**config.mk**
```make
export PLATFORM = sky130hd
export DESIGN_NAME = dds_host_loader
export DESIGN_NICKNAME = d
export VERILOG_FILES = /design/src/rtl/dds_host_loader.sv
export SDC_FILE = /design/constraint.sdc
export NUM_CORES = 1
export LEC_CHECK = 0
export BUFFER_PORTS_ARGS = -buffer_cell sky130_fd_sc_hd__clkbuf_2
export CORE_ASPECT_RATIO = 1.75
export CORE_MARGIN = 4
export CORE_UTILIZATION = 55
export CTS_CLUSTER_DIAMETER = 30
export DETAILED_ROUTE_END_ITERATION = 10
export PLACE_DENSITY = 0.79
export SLEW_MARGIN = 10
export SYNTH_ARGS = -nofsm -noshare
export SYNTH_HDL_FRONTEND = slang
export SYNTH_SLANG_ARGS = --single-unit
```
**constraint.sdc**
```tcl
create_clock -name clk -period 1.5 [get_ports clk]
set_clock_uncertainty 0.1 [all_clocks]
set_input_delay 0.3 -clock clk [delete_from_list [all_inputs] [get_ports clk]]
set_output_delay 0.3 -clock clk [all_outputs]
set_load 0.03 [all_outputs]
```
**src/rtl/dds_host_loader.sv**
```systemverilog
module dds_host_loader #(
  parameter int DW = 8,
  parameter int AW = 4,
  parameter int FW = 32,
  parameter int PW = 12
) (
  input  logic          clk,
  input  logic          rst,
  input  logic [DW-1:0] bus_data,
  input  logic [AW-1:0] bus_addr,
  input  logic          cs_n,
  input  logic          wr_n,
  input  logic          load_n,
  input  logic          sel_a,
  output logic [FW-1:0] inc_word,
  output logic [PW-1:0] phase_word
);
  localparam int NB = FW / DW;
  localparam int BW = $clog2(NB);
  localparam int LO = PW - DW;

  logic          wr_q;
  logic [2:0]    ld_sync;
  logic [FW-1:0] fbuf, inc_a, inc_b;
  logic [PW-1:0] pm_reg;

  wire wr_go   = wr_n & ~wr_q & ~cs_n;
  wire pm_hit  = wr_go & bus_addr[AW-1];
  wire fb_hit  = wr_go & (bus_addr[AW-2:BW] == '0) & ~bus_addr[AW-1];
  wire ld_fall = ld_sync[2] & ~ld_sync[1];

  always_ff @(posedge clk)
    if (rst) begin
      wr_q    <= 1'b1;
      ld_sync <= 3'b111;
    end else begin
      wr_q    <= wr_n;
      ld_sync <= {ld_sync[1:0], load_n};
    end

  for (genvar b = 0; b < NB; b++) begin : g_lane
    always_ff @(posedge clk)
      if (rst)
        fbuf[b*DW +: DW] <= '0;
      else if (fb_hit && bus_addr[BW-1:0] == BW'(b))
        fbuf[b*DW +: DW] <= bus_data;
  end

  always_ff @(posedge clk)
    if (rst)
      pm_reg <= '0;
    else if (pm_hit && bus_addr[0])
      pm_reg[PW-1:LO] <= bus_data;
    else if (pm_hit)
      pm_reg[LO-1:0] <= bus_data[DW-1 -: LO];

  always_ff @(posedge clk)
    if (rst) begin
      inc_a <= '0;
      inc_b <= '0;
    end else if (ld_fall) begin
      if (sel_a) inc_a <= fbuf;
      else       inc_b <= fbuf;
    end

  assign inc_word   = sel_a ? inc_a : inc_b;
  assign phase_word = pm_reg;
endmodule

```
==> After elaboration in Yosys (flattened, before gate mapping) <==
Index checks and enable logic that the tools add are counted.
Widths: inputs -> output; s select.
{ "word_totals": {"ff_bits": 112, "out_inout_bits": 44} }
{ "op_classes": {"eq_ne": 3, "n_mux": 1, "bitwise_logic": 13, "reduce_logical": 9} }
{ "op_table": {"columns": ["operator", "n"], "rows": [
  ["$mux 32", 1],
  ["$not 1->1", 7],
  ["$and 1x1->1", 6],
  ["$reduce_and 2->1", 3],
  ["$logic_and 1x1->1", 5],
  ["$eq 2x2->1 const B", 2],
  ["$eq 2x1->1 const B", 1],
  ["$logic_not 2->1", 1]
]} }

==> Depth between registers and ports, before layout <==
Gate-level depths: netlist (run 1).
{ "logic_depth": {"ltp_word": 7, "mapped_depth": 6, "mapped_depth_nobuf": 3} }

==> Least setup slack after synthesis (run 1) <==
OpenSTA, ideal clock, no wires.
{ "synth_timing": {"kind": "input-to-output", "startpoint": "input port sel_a", "endpoint": "output port inc_word[0]", "t_arrival_ns": 1.034, "setup_slack_ns": 0.066, "cell_stages": 3, "n_path_buf": 2, "cell_sequence": "buf_6 buf_2 mux2_2"} }
{ "synth_between": {"elab_chain_cells": 1} }
{ "synth_lines": {"columns": ["item", "line_no", "source"], "rows": [
  ["from (decl)", "14", "input logic sel_a,"],
  ["$mux 32", "66", "assign inc_word = sel_a ? inc_a : inc_b;"],
  ["to (decl)", "15", "output logic [FW-1:0] inc_word,"]
]} }
Every way passes these cells.

==> Worst setup path after layout (run 1) <==
{ "layout_timing": {"startpoint": "input port sel_a", "endpoint": "output port inc_word[16]"} }
The elaborated chain is that of the path after synthesis.

==> flow_summary.ini, run 1 <==
[clock_network]
clockBufferDepth = 2
hold_buffers = 0
clock-sinks = 112
path_clk_slew_ns = 0.07
cts_buffers = 9
insertion_delay_ns = 0.34
cts_max_level = 3
cts_tree = done
clockRootBuffer = clkbuf_16

[timing]
setup_viol = 3
max_freq_mhz = 665
final_hold_viol_count = 0
fin_setup_tns_ns = -0.00545
min_period_over_period_pct = 100
slew_headroom_pct = 74.4
max_slew.worst_pin.slew_ns = 0.384
hold_ws_ns = 0.0407
setup_slack_ns = -0.00322
drv_slew = 0
final.min_clock_period_ns = 1.50
rsz0062_at_grt = true

[floorplan]
row_count = 43
die_h_um = 128
die_w_um = 76.4
coreArea_um2 = 7960
initial_core_util_pct = 56.5
pin_count = 62
die-area_um2 = 9750

[global_routing]
grt_pass1_vias = 3521
grt_pass1_wl_mm = 17.0
grt_start_max_net_pins = 58
track_usage_pct = 22.1
grt_overflow = 0
antenna_found_initial = 0

[run_status]
violations = negative setup slack
status = complete, but fails checks

[power_and_ir_drop]
switching_share_pct = 21.2
peakVddDrop_v = 0.000649
p_int_mw = 4.32
power_frac_seq_pct = 54.5
power_density_nw_per_um2 = 959
switchingPower_mw = 1.16
power.share.clock_pct = 40.0
p_leak_nw = 2.39
combPwrFrac_pct = 5.5
power_mw = 5.48

[logic_synthesis]
syn_area_per_cell_um2 = 9.28
syn_inst = 485
synth-edff-count = 0
ys_seq_elements = 112
ys.flop_type = dfxtp_1
synth.distinct_cells = 21
synthTopCellsByArea = dfxtp_1, nand2_1, mux2i_1
yosysMostFrequentCell = nand2_1
netlist.area_leader.share_pct = 49.8
yosysTopAreaCell = dfxtp_1
synth_fp_nets = 503
synth_warnings = 0
synthArstFlopShare_pct = 0
synth_area_um2 = 4500
seq_area_frac_synth_pct = 49.8
synth.top_cells.by_count = nand2_1, dfxtp_1, a21oi_1

[placed_design]
placed_area_um2 = 4970
dp_hpwl_mm = 6.90
io_buffers = 61
place_inst = 621
gp_congestion = 0.774

[cells_and_area]
fin_area_um2 = 5720
final_cells = 640
nets = 564
layout-drive-gt1-share_pct = 28.5
fillCellCount = 566
antenna-diode-count = 0
area_growth_pct = 27.0

[worst_setup_path]
path_max_fanout = 7
path_class = input pin to primary output
startpoint_type = input pin
arrival_ns = 1.10
end_kind = primary output
worstPathRequired_ns = 1.10

[drt]
drc = 0
drt-total-wl_mm = 10.7
antenna_left = 0
vias = 3492
vias_per_cell = 5.46
dr.pass1.iters = 4
wl_per_cell_um = 16.8
drt_iter0_drc = 224

[run]
maxCapViolCount = 0

[hold_path]
hp-class = input pin to register
-- layer usage --
| metal | wire length [µm] | part of all wire [%] | vias to the layer above | global-route usage [%] |
|---|---|---|---|---|
| met5 | 0 | 0 | - | 0 |
| met4 | 431 | 4.0 | 0 | 13.3 |
| met3 | 253 | 2.4 | 30 | 2.53 |
| met2 | 6040 | 56 | 74 | 41.2 |
| met1 | 4020 | 37 | 1669 | 23.6 |
| li1 | - | - | 1719 | - |
-- state kept, by name (all words and copies together) (netlist names) --
register    cells
phase_word     12
wr_q            1
inc_b          32
fbuf           32
ld_sync         3
inc_a          32
-- timing repair --
item | CTS | global route
endpoints found under the setup margin | 32 | 32
buffers inserted | 1 | 0
gates cloned | 2 | 1
gates resized for setup | 71 | 58
-- worst paths after layout --
check,startpoint,endpoint,slack [ns],cells after the start
min,load_n,ld_sync[0],0.04,2
min reg2reg,ld_sync[0],ld_sync[1],0.31,1
max,sel_a,inc_word[16],-0.003,4
max reg2reg,ld_sync[2],inc_b[13],0.12,4
-- through the flow --
step / util, % / setup WS, ns
detailed placement: 62.5 / -0.0974
floorplan: - / 0.0660
global route: 71.8 / -0.0181
global placement: 62.5 / -0.0685
finish: 71.8 / -0.00322
CTS: 70.3 / -0.0148
-- power groups by stage --
stage                     clock [mW]  sequential, mW  combinational (mW)
after floorplan                    0            3.06               0.151
after global placement             0            3.06               0.251
after detailed placement           0            3.06               0.255
after CTS                       2.23            2.99               0.288
after global routing            2.33            2.99               0.318
final                           2.20            2.99               0.299
-- layout by cell type, fill, tap and decap left out --
cell        count
nand3b_1        1
mux2_2         18
buf_6           3
dfxtp_2        16
or3b_1          1
buf_2           2
clkinvlp_4      1
nand4b_1        2
and3b_2         1
nand2_1       128
clkbuf_2       27
buf_8          23
a21oi_1        64
nor3b_2         1
nand2b_1       52
and4_2          1
buf_12          7
nor3b_4         1
mux2i_1        44
clkinv_2        2
and3b_1         1
nor2_1          2
mux2_4         14
nand4_1         1
dfxtp_1        96
or2_2           4
clkbuf_8        6
clkbuf_16      11
buf_16          2
nand3_2         2
clkbuf_1        1
buf_4          15
-- worst max-delay path, stage by stage --
cell and delay, ns:
clkbuf_16 0.15, clkbuf_16 0.16, mux2_2 0.34, buf_8 0.14
-- cells by family after synthesis --
group | after synthesis | share of synthesized area, %
mux | 76 | 17.8
buf+inv | 35 | 4.06
flops | 112 | 49.8
compound gates | 64 | 7.12
simple gates | 198 | 21.2
-- final cells by class --
class,count,area [µm²],area share [%]
repair buffers,85,937,16.4
multi-input cells,338,2130,37.3
clock inverters,3,17.5,0.306
well taps,90,113,1.97
flip-flops and latches,112,2260,39.6
clock buffers,12,256,4.49
Power figures use the tool's default switching activity.
==> run 2: changes to the inputs <==
- CORE_MARGIN: 4 -> not set
- RECOVER_POWER: not set -> 100
==> run 2 against run 1 <==
Net effect: the run now ends clean; sequential share of layout area is 0.20 points lower; die area is 12% lower; final cell count is 0.47% higher; worst setup slack better by 0.0039 ns; highest routed layer unchanged; largest cell class unchanged; fmax is 0.26% higher; core utilization is 1.1 points higher; final area is 0.85% higher; global-route usage is 3.4 points higher; combinational power is 1% lower; critical path type is now register to primary output.
==> flow_summary.ini, run 2 (synthesis gave the netlist of run 1 again) <==
[run]
maxCapViolCount = 0

[timing]
hold_ws_ns = 0.0492
final_hold_viol_count = 0
rsz0062_at_grt = true
max_freq_mhz = 667
drv_slew = 0
max_slew.worst_pin.slew_ns = 0.505
min_period_over_period_pct = 100
setup_viol = 0
slew_headroom_pct = 66.3
final.min_clock_period_ns = 1.50

[hold_path]
hold_end = ld_sync[0]
hp-start = load_n
hp-class = input pin to register
min_path_cells = 2

[placed_design]
gp_congestion = 0.732
dp_hpwl_mm = 6.50
io_buffers = 61

[floorplan]
initial_core_util_pct = 56.9
row_count = 43
coreArea_um2 = 7910
die-area_um2 = 8570
die_w_um = 70.4
pin_count = 62
die_h_um = 122

[drt]
vias_per_cell = 5.40
drt_iter0_drc = 282
dr.pass1.iters = 4
drt-total-wl_mm = 10.5
wl_per_cell_um = 16.4
antenna_left = 0
drc = 0
vias = 3471

[worst_setup_path]
r2r_start = wr_q
max_stage_delay_ns = 0.32
path_delay_family = flip-flops
end_kind = primary output
path_max_fanout = 2
timing.rr.end = fbuf[18]
worstPathRequired_ns = 1.10
r2r_cells = 5
path_buf_inv = 1
startpoint_type = register
rrSetupSlack_ns = 0.05
worst_path_max_delay_cell = dfxtp_2
path_class = register to primary output
crit_chain = mux2_4, buf_8
arrival_ns = 1.10

[cells_and_area]
area_growth_pct = 28.1
top_regs = fbuf x32, inc_a x32, inc_b x32
layout-drive-gt1-share_pct = 27.5
antenna-diode-count = 0
layout_common_cells = nand2_1, dfxtp_1, a21oi_1
layout_commonest_cell = nand2_1
nets = 566

[global_routing]
antenna_found_initial = 0
grt_pass1_vias = 3366
track_usage_pct = 25.4
grt_pass1_wl_mm = 16.7
grt_overflow = 0
grt_start_max_net_pins = 87

[run_status]
status = completed

[clock_network]
cts_max_level = 3
clockBufferDepth = 2
insertion_delay_ns = 0.34
path_clk_slew_ns = 0.07
cts_buffers = 9
clock-sinks = 112
clockRootBuffer = clkbuf_16
cts_tree = done

[power_and_ir_drop]
p_leak_nw = 2.38
power_mw = 5.64
combPwrFrac_pct = 5.2
switchingPower_mw = 1.18
power_frac_seq_pct = 53.0
switching_share_pct = 20.9
peakVddDrop_v = 0.000888
p_int_mw = 4.46
power.share.clock_pct = 41.8
power_density_nw_per_um2 = 978
==> run 2: changes by cell type in the layout (fill, tap and decap cells not counted), sizes merged <==
| cell | delta |
|---|---|
| clkinvlp | -1 |
| clkbuf | +6 |
| buf | -2 |
==> run 2: final cells by class <==
type                    instances  area, µm²
clock inverters                 2       10.0
multi-input cells             338       2170
repair buffers                 87        913
flip-flops and latches        112       2270
well taps                      90        113
clock buffers                  14        294
fillers                       559       2140
==> run 2: power by group through the flow <==
| stage | Clock [mW] | Sequential [mW] | Combinational, mW |
|---|---|---|---|
| floorplan | 0 | 3.06 | 0.151 |
| global placement | 0 | 3.06 | 0.237 |
| detailed placement | 0 | 3.06 | 0.241 |
| CTS | 2.39 | 2.99 | 0.287 |
| global route | 2.51 | 2.99 | 0.309 |
| finish | 2.36 | 2.99 | 0.295 |
==> run 2: repair_timing <==
item | 4_1_cts | 5_1_grt
endpoints found under the setup margin | 32 | 36
setup buffers | 3 | 0
pin swaps | 0 | 1
endpoints found under the hold margin | 0 | 0
hold buffers | 0 | 0
cloned | 3 | 1
gates resized for setup | 81 | 76
==> run 2: per-layer routing <==
metal	track usage [%]	share of wire [%]	wire [µm]	vias up
li1	-	-	-	1728
met1	28.7	39	4120	1652
met2	45.8	55	5820	76
met3	3.64	3.0	313	15
met4	13.1	2.5	268	0
met5	0	0	0	-
==> run 2: per-stage QoR <==
step,instances,worst slack (ns),area (µm²),utilization (%),TNS (ns)
global placement,620,-0.115,4920,62.2,-3.07
detailed placement,620,-0.112,4920,62.2,-3.86
finish,643,0.000713,5770,72.9,0
floorplan,485,0.0660,4500,-,0
global route,643,-0.0281,5770,72.9,-0.179
CTS,642,-0.0221,5650,71.4,-0.0635
==> run 2: worst max path at each step <==
stage	depth (start not counted)	slack (ns)	to	startpoint
final	2	0.0007	inc_word[26]	inc_b[26]
after global routing	7	-0.03	inc_b[19]	sel_a
after CTS	2	-0.02	inc_word[26]	inc_b[26]
after detailed placement	4	-0.11	inc_word[26]	sel_a
after global placement	4	-0.12	inc_word[25]	sel_a
after floorplan	3	0.07	inc_word[0]	sel_a
